## src/rtl/lkon_pkg.sv

```systemverilog
package lkon_pkg;

    // Recorded reasons for the wake wave
    typedef struct packed {
        logic pkt;   // raised by a link-on packet
        logic regv;  // raised by a status-register event
    } cause_t;

    // Top-level registered state
    typedef struct packed {
        logic oe;
        logic contender;
    } pin_state_t;

endpackage

```

## src/rtl/lkon_sync.sv

```systemverilog
module lkon_sync #(
    parameter int unsigned STAGES = 2
) (
    input  logic clk_i,
    input  logic rst_ni,
    input  logic d_i,
    output logic q_o
);
    logic [STAGES-1:0] sh_d, sh_q;

    always_comb begin
        if (!rst_ni) begin
            sh_d = '0;
        end else begin
            sh_d = {sh_q[STAGES-2:0], d_i};
        end
    end

    always_ff @(posedge clk_i) begin
        sh_q <= sh_d;
    end

    assign q_o = sh_q[STAGES-1];
endmodule

```

## src/rtl/lkon_cause.sv

```systemverilog
module lkon_cause
    import lkon_pkg::*;
(
    input  logic   clk_i,
    input  logic   rst_ni,
    input  logic   lps_s_i,
    input  logic   pkt_i,
    input  logic   bus_rst_i,
    input  logic   reg_evt_i,
    output cause_t cause_o
);
    cause_t c_d, c_q;

    always_comb begin
        c_d = c_q;
        if (!rst_ni || lps_s_i) begin
            // link powered: nothing may be recorded, pending flags drop
            c_d = '0;
        end else begin
            if (reg_evt_i) begin
                c_d.regv = 1'b1;
            end
            // a fresh packet outranks a bus reset in the same cycle
            if (pkt_i) begin
                c_d.pkt = 1'b1;
            end else if (bus_rst_i) begin
                c_d.pkt = 1'b0;
            end
        end
    end

    always_ff @(posedge clk_i) begin
        c_q <= c_d;
    end

    assign cause_o = c_q;
endmodule

```

## src/rtl/lkon_div.sv

```systemverilog
module lkon_div #(
    parameter int unsigned DIV_LOG2 = 3
) (
    input  logic clk_i,
    input  logic rst_ni,
    input  logic run_i,
    output logic wave_o
);
    logic [DIV_LOG2-1:0] cnt_d, cnt_q;

    always_comb begin
        if (!rst_ni || !run_i) begin
            cnt_d = '0;
        end else begin
            cnt_d = cnt_q + 1'b1;
        end
    end

    always_ff @(posedge clk_i) begin
        cnt_q <= cnt_d;
    end

    assign wave_o = run_i & cnt_q[DIV_LOG2-1];
endmodule

```

## src/rtl/lkon_ctrl.sv

```systemverilog
module lkon_ctrl
    import lkon_pkg::*;
#(
    parameter int unsigned DIV_LOG2    = 3,
    parameter int unsigned SYNC_STAGES = 2
) (
    input  logic clk_i,
    input  logic rst_ni,
    input  logic pad_i,
    output logic pad_o,
    output logic pad_oe_o,
    output logic contender_o,
    input  logic lkon_pkt_i,
    input  logic bus_rst_i,
    input  logic port_evt_i,
    input  logic timeout_i,
    input  logic pwr_fail_i,
    input  logic loop_i,
    input  logic resume_int_i,
    input  logic lps_i
);
    pin_state_t st_d, st_q;
    cause_t     cause;
    logic       lps_s;
    logic       reg_evt;
    logic       run;

    lkon_sync #(.STAGES(SYNC_STAGES)) u_sync (
        .clk_i (clk_i),
        .rst_ni(rst_ni),
        .d_i   (lps_i),
        .q_o   (lps_s)
    );

    assign reg_evt = port_evt_i | ((timeout_i | pwr_fail_i | loop_i) & resume_int_i);

    lkon_cause u_cause (
        .clk_i    (clk_i),
        .rst_ni   (rst_ni),
        .lps_s_i  (lps_s),
        .pkt_i    (lkon_pkt_i),
        .bus_rst_i(bus_rst_i),
        .reg_evt_i(reg_evt),
        .cause_o  (cause)
    );

    assign run = (cause.pkt | cause.regv) & ~lps_s;

    lkon_div #(.DIV_LOG2(DIV_LOG2)) u_div (
        .clk_i (clk_i),
        .rst_ni(rst_ni),
        .run_i (run),
        .wave_o(pad_o)
    );

    always_comb begin
        st_d = st_q;
        if (!rst_ni) begin
            st_d.oe        = 1'b0;
            st_d.contender = pad_i;
        end else begin
            st_d.oe = 1'b1;
        end
    end

    always_ff @(posedge clk_i) begin
        st_q <= st_d;
    end

    assign pad_oe_o    = st_q.oe;
    assign contender_o = st_q.contender;
endmodule

```

## config.mk

```make
export PLATFORM = sky130hd
export DESIGN_NAME = lkon_ctrl
export DESIGN_NICKNAME = d
export VERILOG_FILES = /design/src/rtl/lkon_pkg.sv /design/src/rtl/lkon_sync.sv /design/src/rtl/lkon_cause.sv /design/src/rtl/lkon_div.sv /design/src/rtl/lkon_ctrl.sv
export SDC_FILE = /design/constraint.sdc
export NUM_CORES = 1
export LEC_CHECK = 0
export BUFFER_PORTS_ARGS = -buffer_cell sky130_fd_sc_hd__buf_4
export CORE_AREA = 2 2 39 41
export CTS_BUF_LIST = sky130_fd_sc_hd__clkbuf_16
export CTS_CLUSTER_DIAMETER = 40
export DETAILED_ROUTE_END_ITERATION = 10
export DIE_AREA = 0 0 41 43
export PLACE_DENSITY = 0.48
export SETUP_SLACK_MARGIN = 0.2
export SYNTH_ARGS = -nofsm -noshare
export SYNTH_HDL_FRONTEND = slang
export SYNTH_HIERARCHICAL = 1
export SYNTH_SLANG_ARGS = --single-unit
```

## constraint.sdc

```tcl
create_clock -name clk_i -period 1 [get_ports clk_i]
set_input_delay 0.05 -clock clk_i [delete_from_list [all_inputs] [get_ports clk_i]]
set_output_delay 0.05 -clock clk_i [all_outputs]
set_load 0.1 [all_outputs]
```

==> results.cfg <==
[grt]
use_met3_pct = 6.28
grt.met1_usage_pct = 11.0
grt_pass1_vias = 241
grt_overflow = 0
grt_start_max_net_pins = 8
grt_pass1_wl_um = 986
use_met2_pct = 10.0
busiest_layer = met1
groute.usage.overall_pct = 8.46
antenna_found_initial = 0

[floorplanning]
start_util_pct = 22.2
boundaryPins = 14
die_area_um2 = 1760
coreArea_um2 = 1380
chipWidth_um = 41
rows = 14
fp.dieH_um = 43

[status]
violations = setup timing
status = complete, but fails checks

[clock_network]
clk_latency_ns = 0.23
clkTransAtPathRegs_ns = 0.04
cts_buffers = 3
clockBufferDepth = 2
cts.sinks = 9
cts_htree_levels = 1
cts_tree = built
root_buffer = clkbuf_16

[critical_path]
path_cells = nor2_1 > nor2_1 > and2_4 > buf_12
reg2reg_from = u_cause/cause_o[1]$_SDFFE_PP0P_
critPathMostFrequentCell = nor2_1
worstSetupStartpointType = register
reg2reg_depth = 5
rr_endpoint = u_div/cnt_q[1]$_SDFF_PP0_
crit_arrival_ns = 1.03
end_kind = output port
crit_buf_inv = 1
required_ns = 0.95
slowest_stage = dfxtp_2
ff2ff_setup_slack_ns = 0.07
slowest_delay_ns = 0.31
crit_type = register to output port
crit_path_max_fanout = 2
crit_family = simple AND/OR/NAND/NOR gates

[synthesis]
yosysTopAreaCell = dfxtp_1
synth_area_um2 = 307
synth-warning-count = 6
ys_types = 13
netlist_instances = 30
ys_top_cells_by_area = dfxtp_1 (52%), edfxtp_1 (9.8%), nor2_1 (9.8%)
yosys-top-cells-count = dfxtp_1 (8), nor2_1 (8), and2_1 (2), inv_1 (2), nand2b_1 (2)
syn-num-nets = 42
avgSynthCellArea_um2 = 10.2
postSynthRegisterBits = 9
async_reset_ff_share_pct = 0
synth_edf_count = 1
ys.flop_type = dfxtp_1
ys_seq_area_share_pct = 62.0
yosysTopAreaCellShare_pct = 52.2

[layout]
antenna_cells = 0
multi_input_area_um2 = 125
drive_above_1_share_pct = 51.0
nNetsFinal = 64
final_cell_area_um2 = 599
area_growth_pct = 95.5
nFillCells = 134
ff_latch_area_um2 = 194

[hold_path]
hp-start = lps_i
hp-class = primary input to register
whs_path_depth = 2
min_to = u_sync/sh_q[0]$_SDFF_PN0_

[sta]
hold_viol = 0
setup_viol = 1
max_slew_margin_pct = 84.9
fmax_ghz = 0.924
drv_slew = 0
worstMarginPinSlew_ns = 0.225
finalWorstSetupSlack_ns = -0.0827
min_period_ns = 1.08
clock_skew_ns = 0.00168
rsz0062_at_grt = true
holdWs_ns = 0.0210
min_period_over_period_pct = 108

[place]
place_congestion = 0.689
portBuffers = 13
placed_cell_area_um2 = 434

[pwr]
vdd_drop_max_mv = 1.30
power_density_nw_per_um2 = 2070
leakage_uw = 0.000277

[routing]
wl_per_cell_um = 8.63
drtIter0Drc = 2
via_count = 270
drt-vias-per-instance = 4.03
first_pass_iters = 2
route.detailed.drc = 0
drt_wl_total_um = 578
ant_nets = 0

[flow_run]
maxCapViolations = 0
==> cells by family (layout without fill, tap and decap cells) <==
family / count (synthesis) / in the layout / synth area share (%)
AND/OR/NAND/NOR: 16 / 16 / 25.7
flip-flops: 9 / 9 / 62.0
buffers and inverters: 2 / 23 / 2.45
adder cells (fa/ha/maj): 1 / 1 / 4.08
AO/OA/AOI/OAI: 1 / 1 / 2.86
XOR/XNOR: 1 / 1 / 2.86
==> repair_timing <==
action | 4_1_cts | 5_1_grt
hold endpoints to repair | 2 | 0
setup endpoints to repair | 6 | 6
resized for setup | 12 | 4
gates cloned | 0 | 0
setup buffers | 1 | 0
hold buffers | 2 | 0
pin swaps | 4 | 3
==> metal layers <==
layer	part of all wire (%)	routed length, um	vias to the layer above
met2	50	287	8
li1	-	-	138
met1	42	243	124
met5	0	0	-
met4	0	0	0
met3	8.1	47	0
==> through the flow <==
stage	setup slack [ns]	setup TNS [ns]	util, %	power, uW	cells
after CTS	-0.125	-0.125	42.0	1250	67
after floorplan	0.0460	0	-	468	30
after global placement	0.0319	0	31.4	521	60
after detailed placement	0.0200	0	31.4	521	60
final	-0.0827	-0.0827	43.3	1240	67
after global routing	-0.141	-0.141	43.3	1290	67
==> how the worst max path moves through the flow <==
stage,startpoint,cells past startpoint,end,slack [ns]
2_1_floorplan,contender_o$_DFFE_PN_,0,contender_o,0.05
3_3_place_gp,u_cause/cause_o[0]$_SDFFE_PP0P_,4,pad_o,0.03
3_5_place_dp,u_cause/cause_o[0]$_SDFFE_PP0P_,4,pad_o,0.02
4_1_cts,u_cause/cause_o[0]$_SDFFE_PP0P_,4,pad_o,-0.12
5_1_grt,u_cause/cause_o[0]$_SDFFE_PP0P_,4,pad_o,-0.14
6_report,u_cause/cause_o[1]$_SDFFE_PP0P_,4,pad_o,-0.08
==> cell type report <==
type	count	share of cell area [%]
clock buffer	3	12.5
sequential	9	32.4
inverter	2	1.25
timing repair buffer	17	29.0
clock inverter	1	0.626
tap	16	3.34
multi-input combinational	19	20.9
==> state kept, by name, summed over array words and instances, names as in the netlist <==
name / cells
u_sync/sh_q: 2
contender_o: 1
u_div/cnt_q: 3
u_cause/cause_o: 2
pad_oe_o: 1
==> power by group <==
group	total, uW	internal [uW]	switching (uW)
Sequential	402	391	11.2
Clock	678	521	158
Combinational	158	81.8	76.1
==> layout by cell type, fill, tap and decap left out <==
master	n
dfxtp_2	3
and2_1	2
nor4_1	1
nand2b_1	2
buf_4	11
nor2_2	1
dlygate4sd3_1	2
a21oi_2	1
inv_1	3
xnor2_1	1
and3_4	1
nand2_4	1
edfxtp_1	1
clkbuf_16	3
dfxtp_1	5
ha_1	1
buf_6	1
and2_4	1
nor2_1	7
buf_12	3
(Power assumes the default switching activity.)
